--- config.mk ---
export PLATFORM = sky130hd
export DESIGN_NAME = victim_buffer
export DESIGN_NICKNAME = d
export VERILOG_FILES = /design/src/rtl/vb_pkg.sv /design/src/rtl/vb_match.sv /design/src/rtl/vb_lru.sv /design/src/rtl/vb_alloc.sv /design/src/rtl/victim_buffer.sv
export SDC_FILE = /design/constraint.sdc
export NUM_CORES = 2
export LEC_CHECK = 0
export BUFFER_PORTS_ARGS = -buffer_cell sky130_fd_sc_hd__buf_2
export CORE_UTILIZATION = 35
export CTS_BUF_LIST = sky130_fd_sc_hd__clkbuf_8
export CTS_CLUSTER_SIZE = 24
export DETAILED_ROUTE_END_ITERATION = 10
export HOLD_SLACK_MARGIN = 0.03
export PLACE_DENSITY = 0.58
export SYNTH_ARGS = -nofsm -noshare
export SYNTH_HDL_FRONTEND = slang
export SYNTH_SLANG_ARGS = --single-unit
--- constraint.sdc ---
create_clock -name clk_i -period 36.8 [get_ports clk_i]
set_clock_uncertainty 0.2 [all_clocks]
set_input_delay 1.84 -clock clk_i [delete_from_list [all_inputs] [get_ports clk_i]]
set_output_delay 1.84 -clock clk_i [all_outputs]
set_load 0.05 [all_outputs]
--- src/rtl/vb_pkg.sv ---
package vb_pkg;
   typedef enum logic [1:0] {
      OP_IDLE  = 2'd0,
      OP_FLUSH = 2'd1,
      OP_HIT   = 2'd2,
      OP_MISS  = 2'd3
   } vb_op_e;
endpackage

--- src/rtl/vb_match.sv ---
module vb_match #(
   parameter int N     = 4,
   parameter int TAG_W = 27,
   localparam int IDX_W = (N > 1) ? $clog2(N) : 1
) (
   input  logic                     clk_i,
   input  logic                     rst_ni,
   input  logic                     lookup_i,
   input  logic [N-1:0]             valid_i,
   input  logic [N-1:0][TAG_W-1:0]  tags_i,
   input  logic [TAG_W-1:0]         key_i,
   output logic [N-1:0]             hit_vec_o,
   output logic                     hit_o,
   output logic [IDX_W-1:0]         hit_idx_o
);
   // one comparator per entry
   for (genvar g = 0; g < N; g++) begin : g_cmp
      assign hit_vec_o[g] = valid_i[g] && (tags_i[g] == key_i);
   end

   assign hit_o = |hit_vec_o;

   always_comb begin
      hit_idx_o = '0;
      for (int i = 0; i < N; i++) begin
         if (hit_vec_o[i]) hit_idx_o = hit_idx_o | IDX_W'(i);
      end
   end


   single_match_chk: assert property (@(posedge clk_i) disable iff (!rst_ni)
      lookup_i |-> $onehot0(hit_vec_o));
endmodule

--- src/rtl/vb_lru.sv ---
module vb_lru #(
   parameter int N = 4,
   localparam int IDX_W = (N > 1) ? $clog2(N) : 1
) (
   input  logic             clk_i,
   input  logic             rst_ni,
   input  logic             touch_i,
   input  logic [IDX_W-1:0] touch_idx_i,
   output logic [IDX_W-1:0] lru_idx_o
);
   // rank 0 = written most recently, rank N-1 = oldest
   logic [IDX_W-1:0] rank_q [N];
   logic [N-1:0]     oldest_vec;

   always_ff @(posedge clk_i or negedge rst_ni) begin
      if (!rst_ni) begin
         for (int i = 0; i < N; i++) rank_q[i] <= IDX_W'(i);
      end else if (touch_i) begin
         for (int i = 0; i < N; i++) begin
            if (IDX_W'(i) == touch_idx_i)
               rank_q[i] <= '0;
            else if (rank_q[i] < rank_q[touch_idx_i])
               rank_q[i] <= rank_q[i] + 1'b1;
         end
      end
   end

   for (genvar g = 0; g < N; g++) begin : g_old
      assign oldest_vec[g] = (rank_q[g] == IDX_W'(N - 1));
   end

   always_comb begin
      lru_idx_o = '0;
      for (int i = 0; i < N; i++) begin
         if (oldest_vec[i]) lru_idx_o = IDX_W'(i);
      end
   end


   one_oldest_chk: assert property (@(posedge clk_i) disable iff (!rst_ni)
      $onehot(oldest_vec));
endmodule

--- src/rtl/vb_alloc.sv ---
module vb_alloc #(
   parameter int N             = 4,
   parameter bit FILL_FROM_LOW = 1'b1,
   localparam int IDX_W = (N > 1) ? $clog2(N) : 1
) (
   input  logic [N-1:0]     valid_i,
   input  logic [IDX_W-1:0] lru_idx_i,
   output logic [IDX_W-1:0] slot_o,
   output logic             slot_busy_o
);
   logic [IDX_W-1:0] free_idx;
   logic             any_free;

   assign any_free = ~&valid_i;

   if (FILL_FROM_LOW) begin : g_low
      always_comb begin
         free_idx = '0;
         for (int i = N - 1; i >= 0; i--) begin
            if (!valid_i[i]) free_idx = IDX_W'(i);
         end
      end
   end else begin : g_high
      always_comb begin
         free_idx = '0;
         for (int i = 0; i < N; i++) begin
            if (!valid_i[i]) free_idx = IDX_W'(i);
         end
      end
   end

   assign slot_o      = any_free ? free_idx : lru_idx_i;
   assign slot_busy_o = !any_free;
endmodule

--- src/rtl/victim_buffer.sv ---
module victim_buffer #(
   parameter int ADDR_W        = 32,
   parameter int LINE_BYTES    = 32,
   parameter int ENTRIES       = 4,
   parameter bit FILL_FROM_LOW = 1'b1,
   localparam int OFFS_W = $clog2(LINE_BYTES),
   localparam int TAG_W  = ADDR_W - OFFS_W,
   localparam int LINE_W = 8 * LINE_BYTES,
   localparam int IDX_W  = (ENTRIES > 1) ? $clog2(ENTRIES) : 1
) (
   input  logic              clk_i,
   input  logic              rst_ni,
   input  logic              flush_i,
   input  logic              req_valid_i,
   input  logic [TAG_W-1:0]  req_tag_i,
   input  logic              ev_valid_i,
   input  logic [TAG_W-1:0]  ev_tag_i,
   input  logic [LINE_W-1:0] ev_line_i,
   input  logic              ev_dirty_i,
   output logic              rsp_hit_o,
   output logic              rsp_miss_o,
   output logic [LINE_W-1:0] rsp_line_o,
   output logic              rsp_dirty_o,
   output logic [TAG_W-1:0]  fwd_tag_o,
   output logic              wb_valid_o,
   output logic [TAG_W-1:0]  wb_tag_o,
   output logic [LINE_W-1:0] wb_line_o
);
   import vb_pkg::*;

   initial begin
      if (ENTRIES < 2)
         $error("victim_buffer: ENTRIES must be at least 2");
      if ((1 << OFFS_W) != LINE_BYTES)
         $error("victim_buffer: LINE_BYTES must be a power of two");
      if (OFFS_W >= ADDR_W)
         $error("victim_buffer: line offset leaves no address bits");
   end

   logic [ENTRIES-1:0]            valid_q;
   logic [ENTRIES-1:0]            dirty_q;
   logic [ENTRIES-1:0][TAG_W-1:0] tag_q;
   logic [LINE_W-1:0]             line_q [ENTRIES];

   logic [ENTRIES-1:0] hit_vec;
   logic               hit;
   logic [IDX_W-1:0]   hit_idx;
   logic [IDX_W-1:0]   lru_idx;
   logic [IDX_W-1:0]   slot_idx;
   logic               slot_busy;
   logic               lookup;
   logic [ENTRIES-1:0] wr_en;
   logic               touch;
   logic [IDX_W-1:0]   touch_idx;
   logic               push_dirty;
   vb_op_e             op;

   assign lookup = req_valid_i && !flush_i;

   vb_match #(.N(ENTRIES), .TAG_W(TAG_W)) u_match (
      .clk_i     (clk_i),
      .rst_ni    (rst_ni),
      .lookup_i  (lookup),
      .valid_i   (valid_q),
      .tags_i    (tag_q),
      .key_i     (req_tag_i),
      .hit_vec_o (hit_vec),
      .hit_o     (hit),
      .hit_idx_o (hit_idx)
   );

   vb_lru #(.N(ENTRIES)) u_lru (
      .clk_i       (clk_i),
      .rst_ni      (rst_ni),
      .touch_i     (touch),
      .touch_idx_i (touch_idx),
      .lru_idx_o   (lru_idx)
   );

   vb_alloc #(.N(ENTRIES), .FILL_FROM_LOW(FILL_FROM_LOW)) u_alloc (
      .valid_i     (valid_q),
      .lru_idx_i   (lru_idx),
      .slot_o      (slot_idx),
      .slot_busy_o (slot_busy)
   );

   always_comb begin
      if (flush_i)          op = OP_FLUSH;
      else if (!req_valid_i) op = OP_IDLE;
      else if (hit)         op = OP_HIT;
      else                  op = OP_MISS;
   end

   // per-entry write enable for an incoming displaced line
   for (genvar g = 0; g < ENTRIES; g++) begin : g_wr
      assign wr_en[g] = ev_valid_i &&
         (((op == OP_HIT)  && (hit_idx  == IDX_W'(g))) ||
          ((op == OP_MISS) && (slot_idx == IDX_W'(g))));
   end

   assign touch      = |wr_en;
   assign touch_idx  = (op == OP_HIT) ? hit_idx : slot_idx;
   assign push_dirty = (op == OP_MISS) && ev_valid_i && slot_busy && dirty_q[slot_idx];

   always_ff @(posedge clk_i or negedge rst_ni) begin
      if (!rst_ni) begin
         valid_q <= '0;
      end else if (op == OP_FLUSH) begin
         valid_q <= '0;
      end else begin
         for (int i = 0; i < ENTRIES; i++) begin
            if (wr_en[i])
               valid_q[i] <= 1'b1;
            else if ((op == OP_HIT) && (hit_idx == IDX_W'(i)))
               valid_q[i] <= 1'b0;
         end
      end
   end

   always_ff @(posedge clk_i) begin
      for (int i = 0; i < ENTRIES; i++) begin
         if (wr_en[i]) begin
            tag_q[i]   <= ev_tag_i;
            line_q[i]  <= ev_line_i;
            dirty_q[i] <= ev_dirty_i;
         end
      end
   end

   always_ff @(posedge clk_i or negedge rst_ni) begin
      if (!rst_ni) begin
         rsp_hit_o   <= 1'b0;
         rsp_miss_o  <= 1'b0;
         rsp_line_o  <= '0;
         rsp_dirty_o <= 1'b0;
         fwd_tag_o   <= '0;
         wb_valid_o  <= 1'b0;
         wb_tag_o    <= '0;
         wb_line_o   <= '0;
      end else begin
         rsp_hit_o  <= (op == OP_HIT);
         rsp_miss_o <= (op == OP_MISS);
         wb_valid_o <= push_dirty;
         if (op == OP_HIT) begin
            rsp_line_o  <= line_q[hit_idx];
            rsp_dirty_o <= dirty_q[hit_idx];
         end
         if (op == OP_MISS) fwd_tag_o <= req_tag_i;
         if (push_dirty) begin
            wb_tag_o  <= tag_q[slot_idx];
            wb_line_o <= line_q[slot_idx];
         end
      end
   end


   answer_next_chk: assert property (@(posedge clk_i) disable iff (!rst_ni)
      lookup |=> (rsp_hit_o ^ rsp_miss_o));

   quiet_when_idle_chk: assert property (@(posedge clk_i) disable iff (!rst_ni)
      !lookup |=> !(rsp_hit_o || rsp_miss_o));

   fwd_tag_chk: assert property (@(posedge clk_i) disable iff (!rst_ni)
      rsp_miss_o |-> (fwd_tag_o == $past(req_tag_i)));

   wb_only_on_miss_chk: assert property (@(posedge clk_i) disable iff (!rst_ni)
      wb_valid_o |-> rsp_miss_o);

   flush_empties_chk: assert property (@(posedge clk_i) disable iff (!rst_ni)
      flush_i |=> (valid_q == '0) && !wb_valid_o);
endmodule

# Word-level counts from Yosys, hierarchy flattened
# Memory sizes are Yosys's and may differ from the RTL's. A register that Yosys moved wholly into a read port is not among the register bits.
# Cells that the tools add are included.
[classes]
reduce_logical = 46
n_mux = 58
magnitude_cmp = 7
eq_ne = 19
add_sub_neg = 4
bitwise = 1
[op_table]
columns = ["cell", "count"]
rows = [
  ["$mux 256", 3],
  ["$reduce_or 256->1", 3],
  ["$eq 27x27->1", 4],
  ["$bmux 27 s2", 1],
  ["$mux 2", 25],
  ["$mux 27", 1],
  ["$mux 1", 24],
  ["$logic_and 1x1->1", 19],
  ["$eq 2x2->1 const B", 9],
  ["$reduce_bool 3->1", 4],
  ["$add 2x1->2 const B", 4],
  ["$lt 2x2->1", 4],
  ["$reduce_and 2->1", 4],
  ["$reduce_bool 2->1", 4],
  ["$reduce_or 4->1", 2],
  ["$eq 2x1->1 const B", 3],
  ["$logic_not 2->1", 3],
  ["$lt 2x3->1 const B", 2],
  ["$bmux 1 s2", 2],
  ["$bmux 2 s2", 1],
  ["$eq 2x2->1 const A", 2],
  ["$logic_or 1x1->1", 4],
  ["$mux 4", 1],
  ["$reduce_and 4->1", 1],
  ["other kinds (4)", 5],
]
[totals]
inputBits = 316
mem_bits_rw = 1024
ff_bits = 182
n_memories = 1
word_cells = 158
[mem_list]
columns = ["name", "depth", "word_bits", "rd", "rd_ports_with_merged_regs", "wr", "line", "rtl"]
rows = [
  ["line_q", 4, 256, 2, 2, 1, "victim_buffer.sv:43", "logic [LINE_W-1:0] line_q [ENTRIES];"],
]

# Depth between registers and ports, before layout
[logic_depth]
word_depth = 16
depth_mapped = 14
mapped_depth_nobuf = 11

# By module
# Synthesis repeated with hierarchy kept, for this count alone.
[unflattened]
cells_unflattened = 3283
area_unflattened_um2 = 70332.5
[by_module_without_submodules]
columns = ["mod", "seq_area_each_um2", "cells_each", "area_each_um2", "n_inst"]
rows = [
  ["victim_buffer", 48476.5, 3038, 68271.7, 1],
  ["vb_match", 0.0, 156, 1241.2, 1],
  ["vb_lru", 205.2, 82, 779.5, 1],
  ["vb_alloc", 0.0, 7, 40.0, 1],
]

# Worst setup path after synthesis
# OpenSTA, ideal clock, no wires.
[synth_timing]
kind = "input port to flip-flop"
startpoint = "input req_tag_i[14]"
endpoint = "register dirty_q[2], enable pin"
arrival_time_ps = 22441
slack_ps = 12876
t_required_ps = 35317
path_stages = 7
cell_sequence = "clkbuf_1 -> xor2_1 -> nor4b_1 -> nand3_1 -> nor4_2 -> nor2_1 -> nor3_1"
[synth_between]
elab_chain_cells = 10
elab_cells_between_ends = 22
[synth_lines]
columns = ["item", "line", "rtl"]
rows = [
  ["start, declared", "victim_buffer.sv:15", "input logic [TAG_W-1:0] req_tag_i,"],
  ["$eq 27x27->1", "vb_match.sv:18", "assign hit_vec_o[g] = valid_i[g] && (tags_i[g] == key_i);"],
  ["$logic_and 1x1->1", "vb_match.sv:18", ""],
  ["$reduce_or 4->1", "vb_match.sv:21", "assign hit_o = |hit_vec_o;"],
  ["$mux 1", "victim_buffer.sv:90", "else if (hit) op = OP_HIT;"],
  ["$mux 2", "victim_buffer.sv:89", "else if (!req_valid_i) op = OP_IDLE;"],
  ["$mux 2", "victim_buffer.sv:88", "if (flush_i) op = OP_FLUSH;"],
  ["$eq 2x2->1 (on tied branches)", "victim_buffer.sv:97, victim_buffer.sv:98", ""],
  ["$logic_and 1x1->1 (on tied branches)", "victim_buffer.sv:97, victim_buffer.sv:98", ""],
  ["$logic_or 1x1->1 (*)", "victim_buffer.sv:97", "(((op == OP_HIT) && (hit_idx == IDX_W'(g))) ||"],
  ["$logic_and 1x1->1 (*)", "victim_buffer.sv:96", "assign wr_en[g] = ev_valid_i &&"],
  ["named net wr_en[2]", "victim_buffer.sv:52", "logic [ENTRIES-1:0] wr_en;"],
  ["end signal, assigned by index", "victim_buffer.sv:125", "dirty_q[i] <= ev_dirty_i;"],
  ["end, declared", "victim_buffer.sv:41", "logic [ENTRIES-1:0] dirty_q;"],
]
# Mark *: on every way through the listed nets, which the timed path passes. The rest lies on a longest branch.
# A chain may end at the register's enable or synchronous reset.

# Final worst setup path
[layout_timing]
startpoint = "input req_tag_i[5]"
endpoint = "register rsp_line_o[118] (read register of line_q)"
[layout_between]
elab_chain_cells = 7
elab_cells_between_ends = 16
[layout_lines]
columns = ["item", "line", "rtl"]
rows = [
  ["$eq 27x27->1", "vb_match.sv:18", ""],
  ["$logic_and 1x1->1", "vb_match.sv:18", ""],
  ["$reduce_or 4->1", "vb_match.sv:21", ""],
  ["$mux 1", "victim_buffer.sv:90", ""],
  ["$mux 2", "victim_buffer.sv:89", ""],
  ["$mux 2", "victim_buffer.sv:88", ""],
  ["$eq 2x2->1", "victim_buffer.sv:144", "if (op == OP_HIT) begin"],
  ["end, declared", "victim_buffer.sv:22", "output logic [LINE_W-1:0] rsp_line_o,"],
]
# Parallel ways exist; a longest one is shown, timed or not.

==> impl_metrics.toml <==
[grt]
gr-usage-all-layers_pct = 20.39
grt_pass1_wl_mm = 316.8
grt_pass1_vias = 46780
antenna_found_initial = 66
grt_overflow_total = 0
grt_max_degree = 187

[sta]
relSlewSlack_pct = 21.94
hold_ws_ps = 268.6
period_share_pct = 18.89
tns_ps = 0
setup_viol = 0
slew_violations = 0
rsz0062_at_grt = "false"
tightest_slew_ps = 1171
hold_viol = 0
fmax_ghz = 0.1439
fin_crit_ps = 6951

[yosys]
synth_nets = 5621
async_flop_share_pct = 33.88
ys_types = 64
synth-edff-count = 1136
synth_warnings = 0
ys.flop_type = "edfxtp_1"
yosys.area.top_type_share_pct = 47.38
ys_seq_area_share_pct = 67.62
synth_top_family_by_area = "multiplexers"
synth_top_cell_by_area = "edfxtp_1"
synth.mux.area_fraction_pct = 13.75
ys_ff_latch = 1718
synth_area_leaders = "edfxtp_1 47%, dfrtp_1 20%, mux4_2 8.9%"
yosys.area_share.xor_xnor_pct = 1.387
synth-adder-area-share_pct = 0.05214
syn-instance-count = 5302
syn_avg_cell_area_sq_um = 13.58
synthesis.area_sq_mm = 0.07199
synth-compound-area-share_pct = 3.817
yosys.area_share.simple_pct = 11.31

[worst_setup_path]
worstPathCellList = "buf_2, xnor2_1, nand4_1, nor4_1, nand4_1, nand2_4, buf_4, buf_4, buf_4, buf_4, nand2_1, nand3_1, o21ai_0, o21ai_0"
crit_family = "buffers and inverters"
worstPathArrival_ps = 7630
critPathSlowestCell = "buf_4"
end_kind = "register"
r2r_start = "u_lru.rank_q[4]"
start_kind = "input port"
worstPathRequired_ps = 37480
crit_start = "req_tag_i[5]"
cp_num_buf_inv = 5
critical_path_class = "in -> reg"
slowest_delay_ps = 820
path_common_cell = "buf_4"
cp_max_fo = 78

[floorplanning]
core_sq_mm = 0.2046
dieArea_sq_mm = 0.2075
fp-row-count = 166
initial_core_util_pct = 35.19
num_io_pins = 886
die_y_um = 455.5
fp.dieW_um = 455.5

[detailed_routing]
drcViolationCount = 0
via_count = 46780
drtIter0Drc = 3202
wl_per_cell_um = 23.43
wl_mm = 214.9
viasPerCell = 5.100
first_pass_iters = 5
postRouteAntennaNets = 0

[power_and_ir_drop]
p_leak_nw = 35.64
power_density_mw_per_mm2 = 46.76
ir_worst_vdd_v = 0.00003368
total_power_mw = 3.974

[clock_network]
cts_hold_buf = 0
cts.clk_slew.worst_paths_ps = 50
clock-sinks = 1718
cts_tree = "built"
cts_buffers = 314
ctsLongestPathBuffers = 4
cts.repair.resized = 0
htree_levels = 5
post_cts_buffers = 0
insertion_delay_ps = 1030
cts_root_buf = "clkbuf_8"

[finish]
fin_nets = 6529
layout_commonest_cell = "nand2_1"
final_layout_size_suffix_gt1_share_pct = 30.56
area_delta_synth_final_pct = 18.05
final_core_util_pct = 41.54
layout_common_cells = "1,560 x nand2_1, 1,136 x edfxtp_1, 884 x buf_2"

[place]
dp_hpwl_mm = 134.9
gp_congestion = 0.8671
io_buffers = 885

[min_path]
min-delay-start = "rsp_line_o[215]"
hold_path_class = "reg -> reg"

[run]
cap_viol_max_count = 0

[status]
status = "finished clean"
[synth_stat cells, types with 2 or more instances]
cell	instances
o21ai_0	482
mux2_2	310
a211oi_1	6
nand4_1	31
a21oi_1	8
buf_1	17
nor3_1	9
and3_1	4
nor4_1	28
a31oi_1	2
or3_1	3
o221a_1	2
xnor2_1	46
xor2_1	55
nor2_1	20
xnor2_2	7
nor4b_1	5
mux4_2	284
nand2b_1	6
edfxtp_1	1136
clkbuf_1	300
o21ai_1	3
nand4bb_1	2
inv_1	8
dfstp_2	4
nand2_1	1561
o31ai_1	2
dfrtp_1	578
or2_1	2
nand3_1	297
nor3_2	2
buf_6	9
buf_2	30
nor2b_1	3
o41ai_1	2
or4_1	2
ha_1	3
and2_1	6
a22oi_1	2
[worst min-delay path: stages, from the launching register on]
cell,delay (ps)
dfrtp_1,330
nand2_1,40
o21ai_0,50
[flip-flops by register name (all words and copies together), names as in the netlist]
name / flops
line_q: 1024
rsp_line_o: 256
wb_line_o: 256
tag_q: 108
fwd_tag_o: 27
wb_tag_o: 27
u_lru.rank_q: 8
dirty_q: 4
valid_q: 4
rsp_dirty_o: 1
rsp_hit_o: 1
rsp_miss_o: 1
wb_valid_o: 1
[final timing paths]
check                                       end  slack, ps  cells after the start
worst max-delay path            rsp_line_o[118]      29850                     14
worst min-delay path            rsp_line_o[215]        270                      2
worst max register to register    wb_line_o[72]      30350                     11
worst min register to register  rsp_line_o[215]        270                      2
max in group asynchronous       rsp_line_o[174]      32650                      4
min in group asynchronous          wb_tag_o[13]        680                      1
[routing by layer]
layer / track usage (%) / routed length (um) / part of all wire, % / vias to the layer above
li1: - / - / - / 21080
met1: 24.84 / 85760 / 40 / 23640
met2: 33.19 / 104600 / 49 / 1577
met3: 5.448 / 14370 / 6.7 / 459
met4: 10.59 / 9917 / 4.6 / 28
met5: 0 / 184 / 0.086 / -
[kinds of logic (layout without fill, tap and decap cells)]
kind of cell | after synthesis | in the layout
AOI/OAI and AO/OA | 526 | 526
DFF | 1718 | 1718
adders and majority gates | 3 | 3
muxes | 595 | 595
other | 0 | 35
buffers and inverters | 365 | 1512
xor gates and xnor gates | 108 | 108
and+or+nand+nor | 1987 | 1987
[power breakdown]
part	switching (mW)	leakage, nW	internal (mW)
registers	0.0114	18.3	2.09
logic	0.101	13.9	0.0591
clock network	0.798	3.39	0.918
[metrics by stage]
| step | setup slack [ps] | std cells | instance area [sq um] |
|---|---|---|---|
| 2_1_floorplan | 12880 | 5302 | 71990 |
| 3_3_place_gp | 28850 | 8582 | 79030 |
| 3_5_place_dp | 28720 | 8582 | 79030 |
| 4_1_cts | 29940 | 9137 | 84900 |
| 5_1_grt | 29420 | 9166 | 84970 |
| 6_report | 29850 | 9172 | 84990 |
[cell type report]
| type | instances | area [sq um] |
|---|---|---|
| fillers | 18970 | 119600 |
| well taps | 2688 | 3363 |
| clock buffers | 353 | 4858 |
| repair buffers | 949 | 5057 |
| clock inverters | 202 | 1008 |
| diodes | 35 | 87.58 |
| inverters | 8 | 37.54 |
| multi-input cells | 3219 | 21890 |
| flip-flops and latches | 1718 | 48680 |
No activity file was read; power rests on OpenSTA's default activity.
